### config.mk
export PLATFORM = sky130hd
export DESIGN_NAME = tod_counter
export DESIGN_NICKNAME = d
export VERILOG_FILES = /design/src/rtl/tod_pkg.sv /design/src/rtl/tod_regdec.sv /design/src/rtl/tod_ctlregs.sv /design/src/rtl/tod_accum.sv /design/src/rtl/tod_rdport.sv /design/src/rtl/tod_counter.sv
export SDC_FILE = /design/constraint.sdc
export NUM_CORES = 1
export LEC_CHECK = 0
export BUFFER_PORTS_ARGS = -buffer_cell sky130_fd_sc_hd__buf_2
export CORE_UTILIZATION = 46
export DETAILED_ROUTE_END_ITERATION = 10
export GPL_ROUTABILITY_DRIVEN = 0
export HOLD_SLACK_MARGIN = 0.1
export PLACE_DENSITY = 0.64
export SLEW_MARGIN = 20
export SYNTH_ARGS = -nofsm -noshare
export SYNTH_HDL_FRONTEND = slang
export SYNTH_SLANG_ARGS = --single-unit
### constraint.sdc
create_clock -name clk -period 3.7 [get_ports clk]
set_clock_uncertainty 0.15 [all_clocks]
set_input_delay 0.74 -clock clk [delete_from_list [all_inputs] [get_ports clk]]
set_output_delay 0.74 -clock clk [all_outputs]
set_load 0.05 [all_outputs]
### src/rtl/tod_pkg.sv
package tod_pkg;

  localparam logic [11:0] TOD_OFS_CFG  = 12'hF00;
  localparam logic [11:0] TOD_OFS_FRAC = 12'hF08;
  localparam logic [11:0] TOD_OFS_NS   = 12'hF10;
  localparam logic [11:0] TOD_OFS_INC  = 12'hF18;

  typedef enum logic [2:0] {
    SEL_NONE = 3'd0,
    SEL_CFG  = 3'd1,
    SEL_FRAC = 3'd2,
    SEL_NS   = 3'd3,
    SEL_INC  = 3'd4
  } tod_sel_e;

endpackage

### src/rtl/tod_regdec.sv
module tod_regdec #(
  parameter int          ADDR_W   = 12,
  parameter logic [ADDR_W-1:0] OFS_CFG  = 12'hF00,
  parameter logic [ADDR_W-1:0] OFS_FRAC = 12'hF08,
  parameter logic [ADDR_W-1:0] OFS_NS   = 12'hF10,
  parameter logic [ADDR_W-1:0] OFS_INC  = 12'hF18
) (
  input  logic              valid,
  input  logic              write,
  input  logic [ADDR_W-1:0] addr,
  output tod_pkg::tod_sel_e sel,
  output logic              rd_fire,
  output logic              wr_cfg,
  output logic              wr_frac,
  output logic              wr_ns,
  output logic              wr_inc
);
  import tod_pkg::*;

  logic wr_fire;

  always_comb begin
    if (addr == OFS_CFG)       sel = SEL_CFG;
    else if (addr == OFS_FRAC) sel = SEL_FRAC;
    else if (addr == OFS_NS)   sel = SEL_NS;
    else if (addr == OFS_INC)  sel = SEL_INC;
    else                       sel = SEL_NONE;
  end

  assign wr_fire = valid & write;
  assign rd_fire = valid & ~write;
  assign wr_cfg  = wr_fire & (sel == SEL_CFG);
  assign wr_frac = wr_fire & (sel == SEL_FRAC);
  assign wr_ns   = wr_fire & (sel == SEL_NS);
  assign wr_inc  = wr_fire & (sel == SEL_INC);

endmodule

### src/rtl/tod_ctlregs.sv
module tod_ctlregs #(
  parameter int DATA_W = 64
) (
  input  logic              clk,
  input  logic              rst_n,
  input  logic              wr_cfg,
  input  logic              cfg_en_bit,
  input  logic              wr_inc,
  input  logic [DATA_W-1:0] inc_data,
  output logic              en_q,
  output logic [DATA_W-1:0] inc_q
);

  always_ff @(posedge clk) begin
    if (!rst_n) begin
      en_q  <= 1'b0;
      inc_q <= '0;
    end else begin
      if (wr_cfg) en_q  <= cfg_en_bit;
      if (wr_inc) inc_q <= inc_data;
    end
  end

endmodule

### src/rtl/tod_accum.sv
module tod_accum #(
  parameter int DATA_W = 64,
  parameter int FRAC_W = 32
) (
  input  logic                     clk,
  input  logic                     rst_n,
  input  logic                     en,
  input  logic [DATA_W-1:0]        inc,
  input  logic                     ld_ns,
  input  logic                     ld_frac,
  input  logic [DATA_W-1:0]        ld_data,
  output logic [DATA_W+FRAC_W-1:0] acc_q
);
  localparam int ACC_W = DATA_W + FRAC_W;

  // Time plus zero-extended fixed-point increment; wraps modulo 2^ACC_W.
  function automatic logic [ACC_W-1:0] time_step(
    input logic [ACC_W-1:0]  t,
    input logic [DATA_W-1:0] d
  );
    return t + {{(ACC_W-DATA_W){1'b0}}, d};
  endfunction

  // Replace the whole-nanosecond part, keep the fraction.
  function automatic logic [ACC_W-1:0] put_ns(
    input logic [ACC_W-1:0]  t,
    input logic [DATA_W-1:0] d
  );
    return {d, t[FRAC_W-1:0]};
  endfunction

  // Replace the fraction, keep the nanoseconds.
  function automatic logic [ACC_W-1:0] put_frac(
    input logic [ACC_W-1:0]  t,
    input logic [FRAC_W-1:0] f
  );
    return {t[ACC_W-1:FRAC_W], f};
  endfunction

  logic [ACC_W-1:0] acc_d;

  always_comb begin
    if (ld_ns)        acc_d = put_ns(acc_q, ld_data);
    else if (ld_frac) acc_d = put_frac(acc_q, ld_data[FRAC_W-1:0]);
    else if (en)      acc_d = time_step(acc_q, inc);
    else              acc_d = acc_q;
  end

  always_ff @(posedge clk) begin
    if (!rst_n) acc_q <= '0;
    else        acc_q <= acc_d;
  end

endmodule

### src/rtl/tod_rdport.sv
module tod_rdport #(
  parameter int DATA_W = 64,
  parameter int FRAC_W = 32
) (
  input  logic                     clk,
  input  logic                     rst_n,
  input  logic                     rd_fire,
  input  tod_pkg::tod_sel_e        sel,
  input  logic                     en,
  input  logic [DATA_W-1:0]        inc,
  input  logic [DATA_W+FRAC_W-1:0] acc,
  output logic [DATA_W-1:0]        rdata
);
  import tod_pkg::*;
  localparam int ACC_W = DATA_W + FRAC_W;

  logic [DATA_W-1:0] frac_word;
  logic [DATA_W-1:0] mux_d;

  generate
    if (FRAC_W < DATA_W) begin : g_frac_pad
      assign frac_word = {{(DATA_W-FRAC_W){1'b0}}, acc[FRAC_W-1:0]};
    end else begin : g_frac_full
      assign frac_word = acc[DATA_W-1:0];
    end
  endgenerate

  always_comb begin
    case (sel)
      SEL_CFG:  mux_d = {{(DATA_W-1){1'b0}}, en};
      SEL_FRAC: mux_d = frac_word;
      SEL_NS:   mux_d = acc[ACC_W-1:FRAC_W];
      SEL_INC:  mux_d = inc;
      default:  mux_d = '0;
    endcase
  end

  always_ff @(posedge clk) begin
    if (!rst_n)       rdata <= '0;
    else if (rd_fire) rdata <= mux_d;
  end

endmodule

### src/rtl/tod_counter.sv
module tod_counter #(
  parameter int DATA_W = 64,
  parameter int FRAC_W = 32,
  parameter int ADDR_W = 12,
  parameter logic [ADDR_W-1:0] OFS_CFG  = tod_pkg::TOD_OFS_CFG,
  parameter logic [ADDR_W-1:0] OFS_FRAC = tod_pkg::TOD_OFS_FRAC,
  parameter logic [ADDR_W-1:0] OFS_NS   = tod_pkg::TOD_OFS_NS,
  parameter logic [ADDR_W-1:0] OFS_INC  = tod_pkg::TOD_OFS_INC
) (
  input  logic              clk,
  input  logic              rst_n,
  input  logic              reg_valid,
  input  logic              reg_write,
  input  logic [ADDR_W-1:0] reg_addr,
  input  logic [DATA_W-1:0] reg_wdata,
  output logic [DATA_W-1:0] reg_rdata
);
  localparam int ACC_W = DATA_W + FRAC_W;

  tod_pkg::tod_sel_e sel;
  logic              rd_fire;
  logic              wr_cfg;
  logic              wr_frac;
  logic              wr_ns;
  logic              wr_inc;
  logic              en_q;
  logic [DATA_W-1:0] inc_q;
  logic [ACC_W-1:0]  acc_q;
  logic              ld_any;

  assign ld_any = wr_ns | wr_frac;

  tod_regdec #(
    .ADDR_W(ADDR_W), .OFS_CFG(OFS_CFG), .OFS_FRAC(OFS_FRAC),
    .OFS_NS(OFS_NS), .OFS_INC(OFS_INC)
  ) u_dec (
    .valid(reg_valid), .write(reg_write), .addr(reg_addr),
    .sel(sel), .rd_fire(rd_fire), .wr_cfg(wr_cfg),
    .wr_frac(wr_frac), .wr_ns(wr_ns), .wr_inc(wr_inc)
  );

  tod_ctlregs #(.DATA_W(DATA_W)) u_ctl (
    .clk(clk), .rst_n(rst_n), .wr_cfg(wr_cfg), .cfg_en_bit(reg_wdata[0]),
    .wr_inc(wr_inc), .inc_data(reg_wdata), .en_q(en_q), .inc_q(inc_q)
  );

  tod_accum #(.DATA_W(DATA_W), .FRAC_W(FRAC_W)) u_acc (
    .clk(clk), .rst_n(rst_n), .en(en_q), .inc(inc_q),
    .ld_ns(wr_ns), .ld_frac(wr_frac), .ld_data(reg_wdata), .acc_q(acc_q)
  );

  tod_rdport #(.DATA_W(DATA_W), .FRAC_W(FRAC_W)) u_rd (
    .clk(clk), .rst_n(rst_n), .rd_fire(rd_fire), .sel(sel),
    .en(en_q), .inc(inc_q), .acc(acc_q), .rdata(reg_rdata)
  );

endmodule

# Word level (Yosys, flattened, before mapping)
# Cells that the tools add are included.
[op_classes]
n_addsub = 1
n_eq_ne = 9
mux = 8
bitwise = 8
reduce_logical = 4
[op_table]
columns = ["operator", "count"]
rows = [
  ["$mux 96", 3],
  ["$pmux 64 s4", 1],
  ["$add 96x64->96", 1],
  ["$eq 12x12->1 const B", 4],
  ["$mux 3", 4],
  ["$and 1x1->1", 6],
  ["$eq 3x2->1 const B", 2],
  ["$reduce_and 2->1", 2],
  ["$reduce_bool 2->1", 2],
  ["$eq 3x1->1 const B", 1],
  ["$eq 3x3->1 const B", 1],
  ["$ne 2x1->1 const B", 1],
  ["$not 1->1", 2],
]
[word_totals]
ff_bits = 225
input_bits = 80
output_inout_bits = 64
wordCells = 35

# Logic depth before layout (Yosys ltp)
[depth]
word_depth = 9
depth_mapped = 14

# Cells and area by module
# A second synthesis with hierarchy kept.
[unflattened]
hier_cells = 1775
area_unflattened_um2 = 14485.1
[modules_own_cells]
columns = ["module", "n_inst", "cells_per_inst", "area_per_inst_um2"]
rows = [
  ["tod_accum", 1, 1215, 8848.5],
  ["tod_rdport", 1, 332, 2989.1],
  ["tod_ctlregs", 1, 209, 2521.2],
  ["tod_regdec", 1, 19, 126.4],
]

# Worst setup path after synthesis
# OpenSTA, ideal clock, no wires.
[synth_path]
kind = "flip-flop to flip-flop"
start = "reg u_ctl.inc_q[0]"
end = "reg u_acc.acc_q[84]"
setup_ns = 0.132
t_arrival_ns = 2.841
required_ns = 3.418
setup_slack_ns = 0.576
path_stages_with_launch = 14
n_path_buf = 0
period_less_slack_ns = 3.124
path_cell_list = "dfxtp_1 ha_1 inv_1 fa_1 nand2b_1 a21oi_1 o21ba_1 o2111a_1 o2111ai_1 a31oi_2 o2111ai_4 a2111oi_1 xnor2_1 a21oi_1"
[synth_via]
elab_chain_len = 4
[synth_rtl]
columns = ["element", "line_no", "text"]
rows = [
  ["start: declaration", "tod_ctlregs.sv:11", "output logic [DATA_W-1:0] inc_q"],
  ["start signal: assignment", "tod_ctlregs.sv:20", "if (wr_inc) inc_q <= inc_data;"],
  ["$add 96x64->96", "tod_accum.sv:21", "return t + {{(ACC_W-DATA_W){1'b0}}, d};"],
  ["$mux 96", "tod_accum.sv:45", "else if (en) acc_d = time_step(acc_q, inc);"],
  ["$mux 96", "tod_accum.sv:44", "else if (ld_frac) acc_d = put_frac(acc_q, ld_data[FRAC_W-1:0]);"],
  ["$mux 96", "tod_accum.sv:43", "if (ld_ns) acc_d = put_ns(acc_q, ld_data);"],
  ["end signal: assignment", "tod_accum.sv:50", "if (!rst_n) acc_q <= '0;"],
  ["end signal: assignment", "tod_accum.sv:51", "else acc_q <= acc_d;"],
  ["end: declaration", "tod_accum.sv:12", "output logic [DATA_W+FRAC_W-1:0] acc_q"],
]
# No other way between the ends. The select of a mux whose other input is x is not followed.
# A chain may end at the register's enable or synchronous reset.

# Final worst setup path
[layout_path]
start = "reg u_ctl.inc_q[0]"
end = "reg u_acc.acc_q[82]"
# Same word-level chain as after synthesis.

==> qor.yml <==
period_share: 0.978
ant_nets: 0
die_w_microns: 176
leakage_nw: 6.00
worst-path-stages: 15
first_pass_iters: 5
drive_gt1_frac: 0.159
finalWorstPathRequiredPeriod_ns: 3.62
port_buffers: 143
postLayoutCoreUtil: 0.539
cts_buffers: 27
cp.arrival_ns: 3.88
finalHoldViolCount: 0
cpPeakStageDelay_ns: 0.40
slew_headroom: 0.236
grt_start_max_net_pins: 63
clkSinkCount: 225
synthCells: 1843
rows: 63
insertion_delay_ns: 0.56
wl_microns: 47500
fp.dieArea_sq_um: 30800
cts_root_buffer: "clkbuf_16"
startpoint_type: "register"
dieHeight_microns: 176
status: "completed"
crit_type: "register to register"
nets: 2071
via_per_inst: 6.08
wire_per_inst_microns: 20.3
crit_path_max_fanout: 5
gr-usage-all-layers: 0.300
ys_types: 75
final.setup.worst_slack_ns: 0.0806
cts_buffer_depth: 3
worstPathCellList: "ha_4, inv_1, fa_1, nand2b_1, a21oi_2, buf_4, o21ba_1, o2111a_2, o2111ai_4, a31oi_4, o2111ai_4, buf_4, a211oi_2, xnor2_1, a21oi_1"
setup_viol: 0
critical-path-top-delay-family: "compound AO/OA/AOI/OAI gates"
slew_viol_final: 0
grt_pass1_vias: 13300
reg2reg_slack_ns: 0.08
required_ns: 3.96
boundaryPins: 144
ys_warn_count: 0
drtIter0Drc: 1395
crit_buf_inv: 3
clk_pin_slew_ns: 0.06
crit_path_end_kind: "register"
fin_setup_tns_ns: 0
synthToLayoutAreaGrowth_pct: 15.4
diodes: 0
synth_seq_area_share: 0.325
reg2reg_to: "u_acc.acc_q[82]$_SDFFE_PN0P_"
r2r_cells: 15
antenna_found_initial: 0
power_density_nw_per_um2: 342
syn_nets: 1988
via_count: 14200
synth-main-ff-cell: "dfxtp_1"
cap_viol_max_count: 0
worst_pin_slew_ns: 1.15
drc_errors: 0
timing.rr.start: "u_ctl.inc_q[0]$_SDFFE_PN0P_"
ir_drop_uv: 297
core_sq_um: 29600
fmax_mhz: 276
hold_class: "input pin to register"
async_reset_ff_frac: 0
critPathLaunch: "u_ctl.inc_q[0]$_SDFFE_PN0P_"
dp_hpwl_microns: 34400
endpoint: "u_acc.acc_q[82]$_SDFFE_PN0P_"
synth_edf_count: 0
htreeDepth: 1
cts_tree: "done"
ys_seq_elements: 225
slowest_stage: "dfxtp_1"
rsz0062_at_grt: "no"
holdWs_ns: 0.293
grt_overflow_total: 0
post-place-ws_ns: -0.0108
start_util: 0.467
grt_pass1_wl_microns: 73700
syn_avg_cell_area_sq_um: 7.51
syn_area_sq_um: 13800
-- synthesized netlist by cell type (all sizes together), types with 35 or more instances --
master  count  area [sq um]
clkbuf    109           412
nand2     281          1050
o21ai     107           536
ha         64           801
a22oi      35           263
dfxtp     225          4500
nand3      41           205
nor2      153           574
a21oi     270          1350
xnor2      61           534
a221oi     35           307
nor3       81           405
-- final cells by class --
cell class	count	area [sq um]
Fill cell	2953	13700
Multi-Input combinational cell	1457	8890
Sequential cell	225	4500
Timing Repair Buffer	191	1110
Clock buffer	31	701
Tap cell	390	488
Clock inverter	18	186
Inverter	24	92.6
-- sequential cells by signal, indices dropped and copies added, names as in the netlist --
register	count
u_acc.acc_q	96
u_ctl.en_q	1
u_rd.rdata	64
u_ctl.inc_q	64
-- cell families (layout without fill, tap and decap cells) --
logic type                 count (synthesis)  count (layout)  synth area share
xor gates and xnor gates                  81              81            0.0512
DFF                                      225             225             0.325
AOI/OAI and AO/OA                        614             615             0.277
and+or+nand+nor                          658             658             0.210
buffers and inverters                    162             264            0.0460
adders and majority gates                 65              65            0.0593
muxes                                     38              38            0.0312
-- routing by layer --
| layer | vias up | wire (microns) | global-route usage |
|---|---|---|---|
| met5 | - | 0 | 0 |
| met4 | 0 | 1770 | 0.107 |
| met3 | 100 | 3170 | 0.0355 |
| met2 | 538 | 21800 | 0.497 |
| met1 | 6697 | 20800 | 0.401 |
| li1 | 6879 | - | - |
-- power breakdown --
group	total (W)	switching (W)	leakage (nW)	internal (W)
clock network	0.00269	0.00112	0.431	0.00157
logic	0.000328	0.000239	3.75	0.0000894
registers	0.00245	0.00000857	1.82	0.00244
-- cells in the final DEF, fill, tap and decap left out, types with 28 or more instances in the layout --
| cell | Yosys | final |
|---|---|---|
| buf_2 | 21 | 144 |
| xnor2_1 | 61 | 61 |
| a22oi_1 | 35 | 35 |
| mux2_2 | 31 | 31 |
| nand4_1 | 31 | 31 |
| a21oi_1 | 270 | 269 |
| nor2_1 | 153 | 152 |
| dfxtp_1 | 225 | 225 |
| nand2_1 | 281 | 281 |
| a21o_1 | 28 | 28 |
| a221oi_1 | 35 | 35 |
| nor3_1 | 81 | 80 |
| nand3_1 | 41 | 40 |
| o21ai_0 | 98 | 97 |
| buf_4 | 0 | 43 |
| ha_1 | 64 | 63 |
-- per-stage QoR --
stage	area, sq um	instances	power (W)
6_report	16000	2336	0.00547
2_1_floorplan	13800	1843	0.00269
3_5_place_dp	14900	2284	0.00283
5_1_grt	16000	2336	0.00563
3_3_place_gp	14900	2284	0.00283
4_1_cts	15900	2334	0.00551
-- worst min-delay path: cells and delay by family --
kind / cells / cell delay [ns]
AND/OR/NAND/NOR: 1 / 0.05
buffers and inverters: 1 / 0.11
AO/OA/AOI/OAI: 1 / 0.05
-- what timing repair did --
item / 4_1_cts / 5_1_grt
cloned: 0 / 2
buffers inserted: 1 / 0
endpoints found under the hold margin: 0 / 0
pin swaps: 2 / 2
endpoints found under the setup margin: 4 / 19
hold buffers: 0 / 0
gates resized for setup: 5 / 13
-- worst min-delay path by stage --
stage,cells past startpoint,start,slack (ns),to
2_1_floorplan,2,u_ctl.inc_q[10]$_SDFFE_PN0P_,0.30,u_ctl.inc_q[10]$_SDFFE_PN0P_
4_1_cts,3,reg_wdata[61],0.28,u_ctl.inc_q[61]$_SDFFE_PN0P_
6_report,3,reg_wdata[62],0.29,u_ctl.inc_q[62]$_SDFFE_PN0P_
3_3_place_gp,2,u_ctl.inc_q[5]$_SDFFE_PN0P_,0.31,u_ctl.inc_q[5]$_SDFFE_PN0P_
5_1_grt,3,reg_wdata[53],0.30,u_ctl.inc_q[53]$_SDFFE_PN0P_
3_5_place_dp,2,u_ctl.inc_q[26]$_SDFFE_PN0P_,0.32,u_ctl.inc_q[26]$_SDFFE_PN0P_
Note: power is estimated with default switching activity, not from simulation.
